<file path="src/rtl/bag_pkg.sv">
package bag_pkg;
  typedef struct packed {
    logic load;
    logic step;
  } bag_ctrl_t;

  localparam int BEAT_W = 2;
endpackage

</file>
<file path="src/rtl/bag_ctrl.sv">
module bag_ctrl
  import bag_pkg::*;
(
  input  logic      clk,
  input  logic      rst_n,
  input  logic      procStrobe,
  input  logic      ctrlStrobe,
  input  logic      advance,
  output bag_ctrl_t ctrlOut,
  output logic      activeQ
);
  logic loadReq;

  assign loadReq = procStrobe | ctrlStrobe;

  always_comb begin
    ctrlOut.load = loadReq;
    ctrlOut.step = advance & activeQ & ~loadReq;
  end

  always_ff @(posedge clk) begin
    if (!rst_n) activeQ <= 1'b0;
    else if (loadReq) activeQ <= 1'b1;
  end
endmodule

</file>
<file path="src/rtl/bag_datapath.sv">
module bag_datapath
  import bag_pkg::*;
#(
  parameter int ADDR_W = 18,
  parameter int CNT_W  = BEAT_W
) (
  input  logic              clk,
  input  logic              rst_n,
  input  bag_ctrl_t         ctrlIn,
  input  logic              activeIn,
  input  logic [ADDR_W-1:0] addrIn,
  input  logic              linearOrder,
  input  logic              pipeMode,
  output logic [ADDR_W-1:0] flowAddr,
  output logic [CNT_W-1:0]  flowBeat,
  output logic              flowActive,
  output logic [ADDR_W-1:0] burstAddr,
  output logic [CNT_W-1:0]  beatIdx,
  output logic              lastBeat,
  output logic              burstActive
);
  localparam int HI_W = ADDR_W - CNT_W;
  localparam logic [CNT_W-1:0] LAST_BEAT = {CNT_W{1'b1}};

  logic [ADDR_W-1:0] baseQ;
  logic [CNT_W-1:0]  cntQ;
  logic [CNT_W-1:0]  lowBits;
  logic [ADDR_W-1:0] stageAddr;
  logic [CNT_W-1:0]  stageBeat;
  logic              stageActive;

  always_comb begin
    if (linearOrder) lowBits = baseQ[CNT_W-1:0] + cntQ;
    else             lowBits = baseQ[CNT_W-1:0] ^ cntQ;
  end

  assign flowAddr   = {baseQ[ADDR_W-1:CNT_W], lowBits};
  assign flowBeat   = cntQ;
  assign flowActive = activeIn;

  always_ff @(posedge clk) begin
    if (!rst_n) begin
      baseQ <= '0;
      cntQ  <= '0;
    end else if (ctrlIn.load) begin
      baseQ <= addrIn;
      cntQ  <= '0;
    end else if (ctrlIn.step) begin
      cntQ  <= cntQ + 1'b1;
    end
  end

  always_ff @(posedge clk) begin
    if (!rst_n) begin
      stageAddr   <= '0;
      stageBeat   <= '0;
      stageActive <= 1'b0;
    end else begin
      stageAddr   <= flowAddr;
      stageBeat   <= flowBeat;
      stageActive <= flowActive;
    end
  end

  always_comb begin
    if (pipeMode) begin
      burstAddr   = stageAddr;
      beatIdx     = stageBeat;
      burstActive = stageActive;
    end else begin
      burstAddr   = flowAddr;
      beatIdx     = flowBeat;
      burstActive = flowActive;
    end
    lastBeat = (beatIdx == LAST_BEAT);
  end

  if (HI_W < 1) begin : g_bad_width
    initial $error("ADDR_W must exceed the beat counter width");
  end
endmodule

</file>
<file path="src/rtl/burst_addr_gen.sv">
module burst_addr_gen
  import bag_pkg::*;
#(
  parameter int ADDR_W = 18
) (
  input  logic              clk,
  input  logic              rst_n,
  input  logic              procStrobe,
  input  logic              ctrlStrobe,
  input  logic              advance,
  input  logic              linearOrder,
  input  logic              pipeMode,
  input  logic [ADDR_W-1:0] addrIn,
  output logic [ADDR_W-1:0] burstAddr,
  output logic [BEAT_W-1:0] beatIdx,
  output logic              lastBeat,
  output logic              burstActive
);
  bag_ctrl_t         ctrlBus;
  logic              activeQ;
  logic [ADDR_W-1:0] flowAddr;
  logic [BEAT_W-1:0] flowBeat;
  logic              flowActive;

  bag_ctrl u_ctrl (
    .clk        (clk),
    .rst_n      (rst_n),
    .procStrobe (procStrobe),
    .ctrlStrobe (ctrlStrobe),
    .advance    (advance),
    .ctrlOut    (ctrlBus),
    .activeQ    (activeQ)
  );

  bag_datapath #(.ADDR_W(ADDR_W), .CNT_W(BEAT_W)) u_dp (
    .clk         (clk),
    .rst_n       (rst_n),
    .ctrlIn      (ctrlBus),
    .activeIn    (activeQ),
    .addrIn      (addrIn),
    .linearOrder (linearOrder),
    .pipeMode    (pipeMode),
    .flowAddr    (flowAddr),
    .flowBeat    (flowBeat),
    .flowActive  (flowActive),
    .burstAddr   (burstAddr),
    .beatIdx     (beatIdx),
    .lastBeat    (lastBeat),
    .burstActive (burstActive)
  );
endmodule

</file>
<file path="config.mk">
export PLATFORM = sky130hd
export DESIGN_NAME = burst_addr_gen
export DESIGN_NICKNAME = d
export VERILOG_FILES = /design/src/rtl/bag_pkg.sv /design/src/rtl/bag_ctrl.sv /design/src/rtl/bag_datapath.sv /design/src/rtl/burst_addr_gen.sv
export SDC_FILE = /design/constraint.sdc
export NUM_CORES = 1
export LEC_CHECK = 0
export ABC_AREA = 1
export BUFFER_PORTS_ARGS = -buffer_cell sky130_fd_sc_hd__buf_2
export CORE_ASPECT_RATIO = 2
export CORE_UTILIZATION = 51
export CTS_BUF_LIST = sky130_fd_sc_hd__clkbuf_16
export DETAILED_ROUTE_END_ITERATION = 6
export GPL_TIMING_DRIVEN = 0
export PLACE_DENSITY = 0.8
export SLEW_MARGIN = 20
export SYNTH_ARGS = -nofsm -noshare
export SYNTH_HDL_FRONTEND = slang
export SYNTH_SLANG_ARGS = --single-unit
</file>
<file path="constraint.sdc">
create_clock -name clk -period 1.2 [get_ports clk]
set_clock_uncertainty 0.2 [all_clocks]
set_input_delay 0 -clock clk [delete_from_list [all_inputs] [get_ports clk]]
set_output_delay 0 -clock clk [all_outputs]
set_load 0.01 [all_outputs]
</file>
==> results.sh, run 1 <==
export IMPL_cts_buffer_depth=2
export IMPL_initial_core_util=0.542
export IMPL_antennaDiodeCount=0
export IMPL_rrSetupSlack_ns=-0.06
export IMPL_via_count=1735
export IMPL_place_hpwl_mm=2.64
export IMPL_dieArea_um2=3650
export IMPL_antenna_found_initial=0
export IMPL_syn_inst=228
export IMPL_num_fill_cells=224
export IMPL_area_growth_pct=45.6
export IMPL_worst_ep_arrival_time_ns=1.22
export IMPL_wl_per_cell_um=13.7
export IMPL_finalHoldWorstSlack_ns=-0.00402
export IMPL_routed_wl_mm=4.69
export IMPL_hold_viol=1
export IMPL_synth_top_area_cell="dfxtp_1"
export IMPL_setup_ws_ns=-0.217
export IMPL_path_buf_inv=2
export IMPL_area_sequential_um2=862
export IMPL_path_cells="ha_4 > nand2_4 > inv_2 > nand2_2 > nand3_2 > nand2_1 > buf_2"
export IMPL_ioPinCount=47
export IMPL_holdPathStages=5
export IMPL_synth_seq_cells=42
export IMPL_drc=0
export IMPL_cts_inserted_buffers=5
export IMPL_path_clk_slew_ns=0.06
export IMPL_synth_edf_count=0
export IMPL_cts_tree="yes"
export IMPL_place_ws_ns=-0.0243
export IMPL_pwr_density_cell_nw_per_um2=1380
export IMPL_synth_top_cells_by_area="dfxtp_1 (49%), nand2_1 (14%), inv_1 (9.5%)"
export IMPL_dp_cells=304
export IMPL_routed_via_density=5.09
export IMPL_ys_async_sr_fraction=0
export IMPL_synth_most_common_cell="nand2_1"
export IMPL_synth_distinct_cells=18
export IMPL_yosys_top_cells_count="nand2_1 (65), inv_1 (44), dfxtp_1 (42)"
export IMPL_clock_latency_ns=0.28
export IMPL_cts_sinks=42
export IMPL_grt_start_max_net_pins=15
export IMPL_max_freq_mhz=706
export IMPL_multiInputGateArea_um2=679
export IMPL_io_buffers=45
export IMPL_crit_type="flop to output port"
export IMPL_min_period_ns=1.42
export IMPL_overflow=0
export IMPL_gp_congestion=0.830
export IMPL_finalSetupViolCount=7
export IMPL_core_um2=3190
export IMPL_reg2regPathDepth=7
export IMPL_drive_gt1_frac=0.339
export IMPL_die_w_um=43.2
export IMPL_drtIter0Drc=34
export IMPL_r2r_end="u_dp.stageAddr[1]"
export IMPL_worstSetupEndpointType="output port"
export IMPL_relSlewSlack=0.856
export IMPL_synth_top_cell_area_share=0.486
export IMPL_worstMarginPinSlew_ns=0.214
export IMPL_power_leakage_nw=1.36
export IMPL_clock_tree_root_cell="clkbuf_16"
export IMPL_num_rows=29
export IMPL_hold_start="linearOrder"
export IMPL_violations="negative hold slack, negative setup slack"
export IMPL_startpoint_type="flop"
export IMPL_peakVddDrop_mv=1.29
export IMPL_hold_path_class="input pin to flop"
export IMPL_report_final_slew_viol_count=0
export IMPL_grt_use_total=0.278
export IMPL_yosysSeqAreaShare=0.486
export IMPL_synth_nets=254
export IMPL_cpLargestDelayFamily="flip-flops"
export IMPL_cp_max_fo=2
export IMPL_cp_required_ns=1.00
export IMPL_grt_pass1_vias=1801
export IMPL_fin_setup_tns_ns=-0.782
export IMPL_maxCapViolations=0
export IMPL_nets=335
export IMPL_slowest_delay_ns=0.35
export IMPL_first_pass_iters=4
export IMPL_htreeDepth=2
export IMPL_ant_nets=0
export IMPL_cp_slowest_cell="dfxtp_4"
export IMPL_yosys_warnings=0
export IMPL_stdcell_count=341
export IMPL_rsz0062_at_grt="yes"
export IMPL_status="finished, violations left"
export IMPL_synthFlopType="dfxtp_1"
export IMPL_final_util=0.790
export IMPL_syn_area_per_cell_um2=7.60
export IMPL_die_h_um=84.4
export IMPL_period_share=1.18
export IMPL_synth_area_um2=1730
export IMPL_hold_end="u_dp.stageAddr[1]"
export IMPL_r2r_start="u_dp.baseQ[1]"
export IMPL_grt_pass1_wl_mm=7.58
worst reg2reg max path, delay by kind of cell, from the launching register on:
family,cells,cell delay [ns]
buffers and inverters,2,0.22
flip-flops,1,0.33
AND/OR/NAND/NOR,5,0.40
metrics by stage:
step / cell area [um2] / hold slack, ns / power (mW)
after floorplan: 1730 / -0.0613 / 1.75
after global placement: 2000 / 0.0316 / 1.88
after detailed placement: 2000 / 0.0416 / 1.89
after CTS: 2470 / -0.117 / 3.47
after global routing: 2520 / 0.0233 / 3.62
final: 2520 / -0.00402 / 3.49
routing by layer:
layer / GRT usage / vias up / routed length [um]
li1: - / 848 / -
met1: 0.266 / 807 / 1720
met2: 0.509 / 65 / 2640
met3: 0.0516 / 15 / 176
met4: 0.174 / 0 / 147
met5: 0 / - / 0
worst max path at each step:
stage,start,end,slack [ns],depth (start not counted)
after floorplan,u_dp.flowBeat[0],u_dp.stageAddr[1],0.12,5
after global placement,u_dp.flowBeat[0],burstAddr[1],0.007,6
after detailed placement,u_dp.flowBeat[0],burstAddr[1],-0.02,6
after CTS,u_dp.flowBeat[0],burstAddr[1],-0.20,7
after global routing,u_dp.baseQ[1],burstAddr[1],-0.29,7
final,u_dp.baseQ[0],burstAddr[1],-0.22,7
where the power goes:
| part | total [mW] | leakage [nW] | internal [mW] | switching, mW |
|---|---|---|---|---|
| combinational | 0.456 | 0.921 | 0.212 | 0.244 |
| sequential | 1.50 | 0.351 | 1.47 | 0.0341 |
| clock | 1.53 | 0.0842 | 0.984 | 0.544 |
| total | 3.49 | 1.36 | 2.66 | 0.823 |
timing repair:
| item | 4_1_cts | 5_1_grt |
|---|---|---|
| pin swaps | 4 | 5 |
| endpoints found under the hold margin | 23 | 0 |
| buffers inserted | 2 | 1 |
| endpoints found under the setup margin | 9 | 36 |
| hold buffers | 26 | 0 |
| resized for setup | 12 | 27 |
area by class of cell:
| class | instances | share of cell area |
|---|---|---|
| Sequential cell | 42 | 0.342 |
| Multi-Input combinational cell | 130 | 0.269 |
| Timing Repair Buffer | 74 | 0.203 |
| Inverter | 46 | 0.0685 |
| Clock buffer | 5 | 0.0496 |
| Buffer | 10 | 0.0342 |
| Clock inverter | 3 | 0.0174 |
| Tap cell | 31 | 0.0154 |
state kept, by name, summed over array words and instances, names as in the netlist:
signal,cells
u_dp.flowBeat,2
u_dp.stageActive,1
u_ctrl.activeQ,1
u_dp.stageBeat,2
u_dp.stageAddr,18
u_dp.baseQ,18
layout by cell type (no fill, tap or decap), types with 3 or more instances in the layout:
cell type	n
clkbuf_16	5
inv_2	5
buf_4	4
nand2_1	62
inv_1	41
o21ai_1	15
o21ai_2	10
buf_2	48
nand3_1	16
dfxtp_4	3
dfxtp_1	31
buf_6	5
nand2_4	3
o21ai_0	8
dfxtp_2	8
dlygate4sd3_1	24
nor2_1	3
a21oi_2	3
logic make-up (layout without fill, tap and decap cells):
| family | after synthesis | after routing | synth area share |
|---|---|---|---|
| AOI/OAI and AO/OA | 37 | 37 | 0.131 |
| adders and majority gates | 1 | 1 | 0.00722 |
| buffers and inverters | 56 | 138 | 0.148 |
| DFF | 42 | 42 | 0.486 |
| and+or+nand+nor | 92 | 92 | 0.228 |
Power figures use the tool's default switching activity.
==> run 2, diff against run 1 <==
--- a/config.mk
+++ b/config.mk
@@ -12,8 +12,9 @@
 export CTS_BUF_LIST = sky130_fd_sc_hd__clkbuf_16
 export DETAILED_ROUTE_END_ITERATION = 6
 export GPL_TIMING_DRIVEN = 0
-export PLACE_DENSITY = 0.8
+export PLACE_DENSITY = 0.79
 export SLEW_MARGIN = 20
 export SYNTH_ARGS = -nofsm -noshare
 export SYNTH_HDL_FRONTEND = slang
+export SYNTH_HIERARCHICAL = 1
 export SYNTH_SLANG_ARGS = --single-unit
==> results.sh, run 2 <==
export IMPL_status="finished, violations left"
export IMPL_violations="negative hold slack, negative setup slack"
export IMPL_ioPinCount=47
export IMPL_place_hpwl_mm=2.60
export IMPL_cts_tree="yes"
export IMPL_dp_cells=317
export IMPL_rrSetupSlack_ns=-0.09
export IMPL_hold_viol=3
export IMPL_grt_use_total=0.246
export IMPL_path_buf_inv=1
export IMPL_routed_wl_mm=4.16
export IMPL_stdcell_count=350
export IMPL_cp_slowest_cell="dfxtp_4"
export IMPL_drc=0
export IMPL_die_w_um=42.3
export IMPL_cp_max_fo=3
export IMPL_clock_latency_ns=0.28
export IMPL_routed_via_density=4.73
export IMPL_cts_sinks=42
export IMPL_startpoint_type="flop"
export IMPL_rsz0062_at_grt="yes"
export IMPL_max_freq_mhz=716
export IMPL_reg_largest_list="u_dp/baseQ x18, u_dp/stageAddr x18"
export IMPL_antennaDiodeCount=0
export IMPL_grt_pass1_vias=1428
export IMPL_path_clk_slew_ns=0.06
export IMPL_fin_setup_tns_ns=-0.721
export IMPL_min_period_ns=1.40
export IMPL_grt_start_max_net_pins=14
export IMPL_maxCapViolations=0
export IMPL_relSlewSlack=0.635
export IMPL_first_pass_iters=4
export IMPL_grt_pass1_wl_mm=6.41
export IMPL_ant_nets=0
export IMPL_final_common_cell="nand2_1"
export IMPL_path_cells="ha_4 > nand2_4 > nand3_2 > nand3_2 > nand2_1 > buf_2"
export IMPL_yosys_warnings=6
export IMPL_finalSetupViolCount=6
export IMPL_drtIter0Drc=36
export IMPL_initial_core_util=0.532
export IMPL_crit_top_cell="nand3_2"
export IMPL_drive_gt1_frac=0.273
export IMPL_cp_required_ns=1.00
export IMPL_syn_area_per_cell_um2=6.92
export IMPL_area_growth_pct=45.7
export IMPL_cts_inserted_buffers=5
export IMPL_clock_tree_root_cell="clkbuf_16"
export IMPL_syn_inst=240
export IMPL_synth_area_um2=1660
export IMPL_htreeDepth=2
export IMPL_report_final_slew_viol_count=0
export IMPL_slowest_delay_ns=0.36
export IMPL_peakVddDrop_mv=1.64
export IMPL_setup_ws_ns=-0.197
export IMPL_wl_per_cell_um=11.9
export IMPL_io_buffers=46
export IMPL_cts_buffer_depth=2
export IMPL_die_h_um=82.7
export IMPL_synth_nets=266
export IMPL_pwr_density_cell_nw_per_um2=1490
export IMPL_worst_ep_arrival_time_ns=1.20
export IMPL_finalHoldWorstSlack_ns=-0.217
export IMPL_worstMarginPinSlew_ns=0.547
export IMPL_antenna_found_initial=0
export IMPL_nets=344
export IMPL_gp_congestion=0.813
export IMPL_hold_path_class="input pin to flop"
export IMPL_via_count=1654
export IMPL_power_leakage_nw=1.37
export IMPL_worstSetupEndpointType="output port"
export IMPL_crit_type="flop to output port"
export IMPL_overflow=0
export IMPL_num_rows=29
export IMPL_cpLargestDelayFamily="flip-flops"
export IMPL_layout_common_cells="nand2_1 (78), buf_2 (51), dfxtp_1 (38), nor2_1 (37), inv_1 (28)"
export IMPL_dieArea_um2=3500
export IMPL_period_share=1.16
export IMPL_core_um2=3120
-- run 2: worst reg2reg max path: stages (launching register included) --
cell     delay (ns)
dfxtp_4        0.37
ha_4           0.14
nand2_4        0.05
inv_2          0.04
nand2_2        0.06
buf_4          0.13
buf_4          0.12
nand2_1        0.05
nor2_1         0.03
-- run 2: timing repair --
item | 4_1_cts | 5_1_grt
buffers inserted | 3 | 2
endpoints found under the hold margin | 21 | 11
hold buffers | 19 | 2
pin swaps | 3 | 5
endpoints found under the setup margin | 6 | 12
gates resized for setup | 8 | 17
-- run 2: final cells by class --
type	instances	area (um2)
Multi-Input combinational cell	153	677
Timing Repair Buffer	71	468
Clock buffer	5	125
Tap cell	31	38.8
Clock inverter	3	63.8
Sequential cell	42	851
Fill cell	228	702
Buffer	12	71.3
Inverter	33	124
-- run 2: per-layer routing --
| metal | vias to the layer above | GRT usage | routed length, um |
|---|---|---|---|
| li1 | 863 | - | - |
| met3 | 5 | 0.0457 | 168 |
| met1 | 738 | 0.276 | 1690 |
| met5 | - | 0 | 0 |
| met2 | 48 | 0.462 | 2270 |
| met4 | 0 | 0.0750 | 34 |
-- run 2: through the flow --
| step | power (mW) | utilization | setup slack (ns) | area, um2 | hold WS (ns) |
|---|---|---|---|---|---|
| 6_report | 3.61 | 0.775 | -0.197 | 2420 | -0.217 |
| 5_1_grt | 3.75 | 0.775 | -0.264 | 2420 | -0.206 |
| 4_1_cts | 3.62 | 0.755 | -0.190 | 2360 | -0.212 |
| 3_5_place_dp | 1.89 | 0.618 | -0.00701 | 1930 | 0.0259 |
| 3_3_place_gp | 1.88 | 0.618 | 0.0141 | 1930 | 0.0203 |
| 2_1_floorplan | 1.74 | - | 0.130 | 1660 | -0.0908 |
-- run 2: worst paths after layout --
check                      endpoint  depth (start not counted)        startpoint
setup / recovery       burstAddr[1]                          6  u_dp/flowBeat[0]
hold / removal       u_ctrl/activeQ                          3        procStrobe
setup reg to reg  u_dp/stageAddr[1]                          8  u_dp/flowBeat[0]
hold reg to reg   u_dp/stageAddr[4]                          2     u_dp/baseQ[4]
-- run 2: power by group --
part	switching (mW)	internal, mW	total, mW
clock network	0.502	1.18	1.69
registers	0.0414	1.47	1.51
logic	0.223	0.193	0.416
total	0.767	2.85	3.61
==> run 3, diff against run 2 <==
==> constraint.sdc (replaced) <==
create_clock -name clk -period 1.4 [get_ports clk]
set_clock_uncertainty 0.2 [all_clocks]
set_input_delay 0 -clock clk [delete_from_list [all_inputs] [get_ports clk]]
set_output_delay 0 -clock clk [all_outputs]
set_load 0.01 [all_outputs]
==> results.sh, run 3 (synthesis gave the netlist of run 2 again) <==
export IMPL_reg_largest_list="u_dp/baseQ x18, u_dp/stageAddr x18"
export IMPL_clock_tree_root_cell="clkbuf_16"
export IMPL_drive_gt1_frac=0.245
export IMPL_wl_met1_mm=1.65
export IMPL_die_h_um=82.7
export IMPL_cts_sinks=42
export IMPL_hold_path_class="input pin to flop"
export IMPL_min_period_ns=1.39
export IMPL_crit_top_cell="nand3_2"
export IMPL_antennaDiodeCount=0
export IMPL_routed_via_density=4.74
export IMPL_max_freq_mhz=717
export IMPL_grt_pass1_vias=1433
export IMPL_via_count=1656
export IMPL_area_growth_pct=44.5
export IMPL_initial_core_util=0.532
export IMPL_dp_cells=317
export IMPL_pwr_share_comb=0.115
export IMPL_holdPathStages=6
export IMPL_setup_ws_ns=0.00574
export IMPL_ioPinCount=47
export IMPL_first_pass_iters=4
export IMPL_drc=0
export IMPL_switching_share=0.212
export IMPL_p_clk_frac=0.467
export IMPL_path_buf_inv=1
export IMPL_met3_length_um=181
export IMPL_path_clk_slew_ns=0.06
export IMPL_worstMarginPinSlew_ns=0.558
export IMPL_startpoint_type="flop"
export IMPL_path_cells="ha_4 > nand2_4 > nand3_2 > nand3_2 > nand2_1 > buf_2"
export IMPL_place_hpwl_mm=2.60
export IMPL_rsz0062_at_grt="yes"
export IMPL_cts_tree="yes"
export IMPL_cts_buffer_depth=2
export IMPL_htreeDepth=2
export IMPL_drtIter0Drc=46
export IMPL_wl_met2_mm=2.20
export IMPL_maxCapViolations=0
export IMPL_power_leakage_nw=1.36
export IMPL_finalSetupViolCount=0
export IMPL_relSlewSlack=0.628
export IMPL_dieArea_um2=3500
export IMPL_nets=343
export IMPL_seqPwrFrac=0.418
export IMPL_pwr_density_cell_nw_per_um2=1290
export IMPL_hold_viol=0
export IMPL_grt_pass1_wl_mm=6.35
export IMPL_grt_use_total=0.244
export IMPL_io_buffers=46
export IMPL_place_ws_ns=0.193
export IMPL_crit_type="flop to output port"
export IMPL_crit_cells=6
export IMPL_fin_total_pwr_mw=3.10
export IMPL_layout_common_cells="nand2_1 (80), buf_2 (52), dfxtp_1 (39), nor2_1 (37), inv_1 (29)"
export IMPL_worstSetupEndpointType="output port"
export IMPL_cts_inserted_buffers=5
export IMPL_stdcell_count=349
export IMPL_reg2regPathDepth=3
export IMPL_antenna_found_initial=0
export IMPL_cp_slowest_cell="dfxtp_4"
export IMPL_final_common_cell="nand2_1"
export IMPL_switching_power_uw=657
export IMPL_clock_latency_ns=0.28
export IMPL_ant_nets=0
export IMPL_num_fill_cells=236
export IMPL_cp_required_ns=1.20
export IMPL_peakVddDrop_mv=1.40
export IMPL_core_um2=3120
export IMPL_grt_start_max_net_pins=14
export IMPL_num_rows=29
export IMPL_slowest_delay_ns=0.36
export IMPL_report_final_slew_viol_count=0
export IMPL_intPower_mw=2.44
export IMPL_status="completed"
export IMPL_cpLargestDelayFamily="flip-flops"
export IMPL_overflow=0
export IMPL_cp_max_fo=3
export IMPL_gp_congestion=0.813
export IMPL_die_w_um=42.3
export IMPL_worst_ep_arrival_time_ns=1.19
export IMPL_routed_wl_mm=4.08
export IMPL_highest_layer="met4"
export IMPL_wl_per_cell_um=11.7
export IMPL_period_share=0.996
## run 3: cell types whose count changed in the layout (fill, tap and decap cells not counted), sizes merged
cell	previous run	this run
buf	59	55
dlygate4sd3	20	23
## run 3: repair_timing
item | 4_1_cts | 5_1_grt
gates resized for setup | 7 | 7
setup buffers | 1 | 0
setup endpoints to repair | 2 | 1
gates cloned | 0 | 0
pin swaps | 2 | 1
hold endpoints to repair | 21 | 0
hold buffers | 23 | 0
## run 3: stage by stage
step | cell area (um2) | utilization | setup TNS [ns] | hold WS (ns)
final | 2400 | 0.769 | 0 | 0.0327
after global routing | 2400 | 0.769 | -0.0605 | 0.0750
after CTS | 2380 | 0.763 | 0 | 0.0217
after detailed placement | 1930 | 0.618 | 0 | 0.0259
after global placement | 1930 | 0.618 | 0 | 0.0203
after floorplan | 1660 | - | 0 | -0.0908
## run 3: area by class of cell
class | instances | area, um2 | area share
sequential | 42 | 850 | 0.354
multi-input combinational | 153 | 667 | 0.278
timing repair buffer | 70 | 468 | 0.195
clock buffer | 5 | 125 | 0.0521
inverter | 33 | 124 | 0.0516
clock inverter | 3 | 63.8 | 0.0266
buffer | 12 | 63.8 | 0.0266
tap | 31 | 38.8 | 0.0162
## run 3: power groups by stage
stage                     clock [mW]  combinational, mW  sequential, mW
after floorplan                    0              0.180            1.31
after global placement             0              0.290            1.32
after detailed placement           0              0.297            1.32
after CTS                       1.46              0.351            1.30
after global routing            1.51              0.398            1.30
final                           1.45              0.356            1.30
## run 3: path summary, 6_finish.rpt
path / startpoint / endpoint / slack [ns]
worst max register to register: u_ctrl/activeQ / u_ctrl/activeQ / 0.06
worst max-delay path: u_dp/flowBeat[0] / burstAddr[1] / 0.006
worst min register to register: u_dp/baseQ[4] / u_dp/stageAddr[4] / 0.23
worst min-delay path: procStrobe / u_dp/baseQ[7] / 0.03
## run 3: worst min-delay path, stage by stage
cell and delay, ns:
buf_2 0.08, nor2_2 0.04, inv_2 0.05, buf_4 0.14
o21ai_0 0.09, nor2_1 0.07
## run 3: per-layer routing
layer  vias up  global-route usage
met3         7              0.0457
li1        865                   -
met4         0              0.0844
met2        52               0.449
met5         -                   0
met1       732               0.275
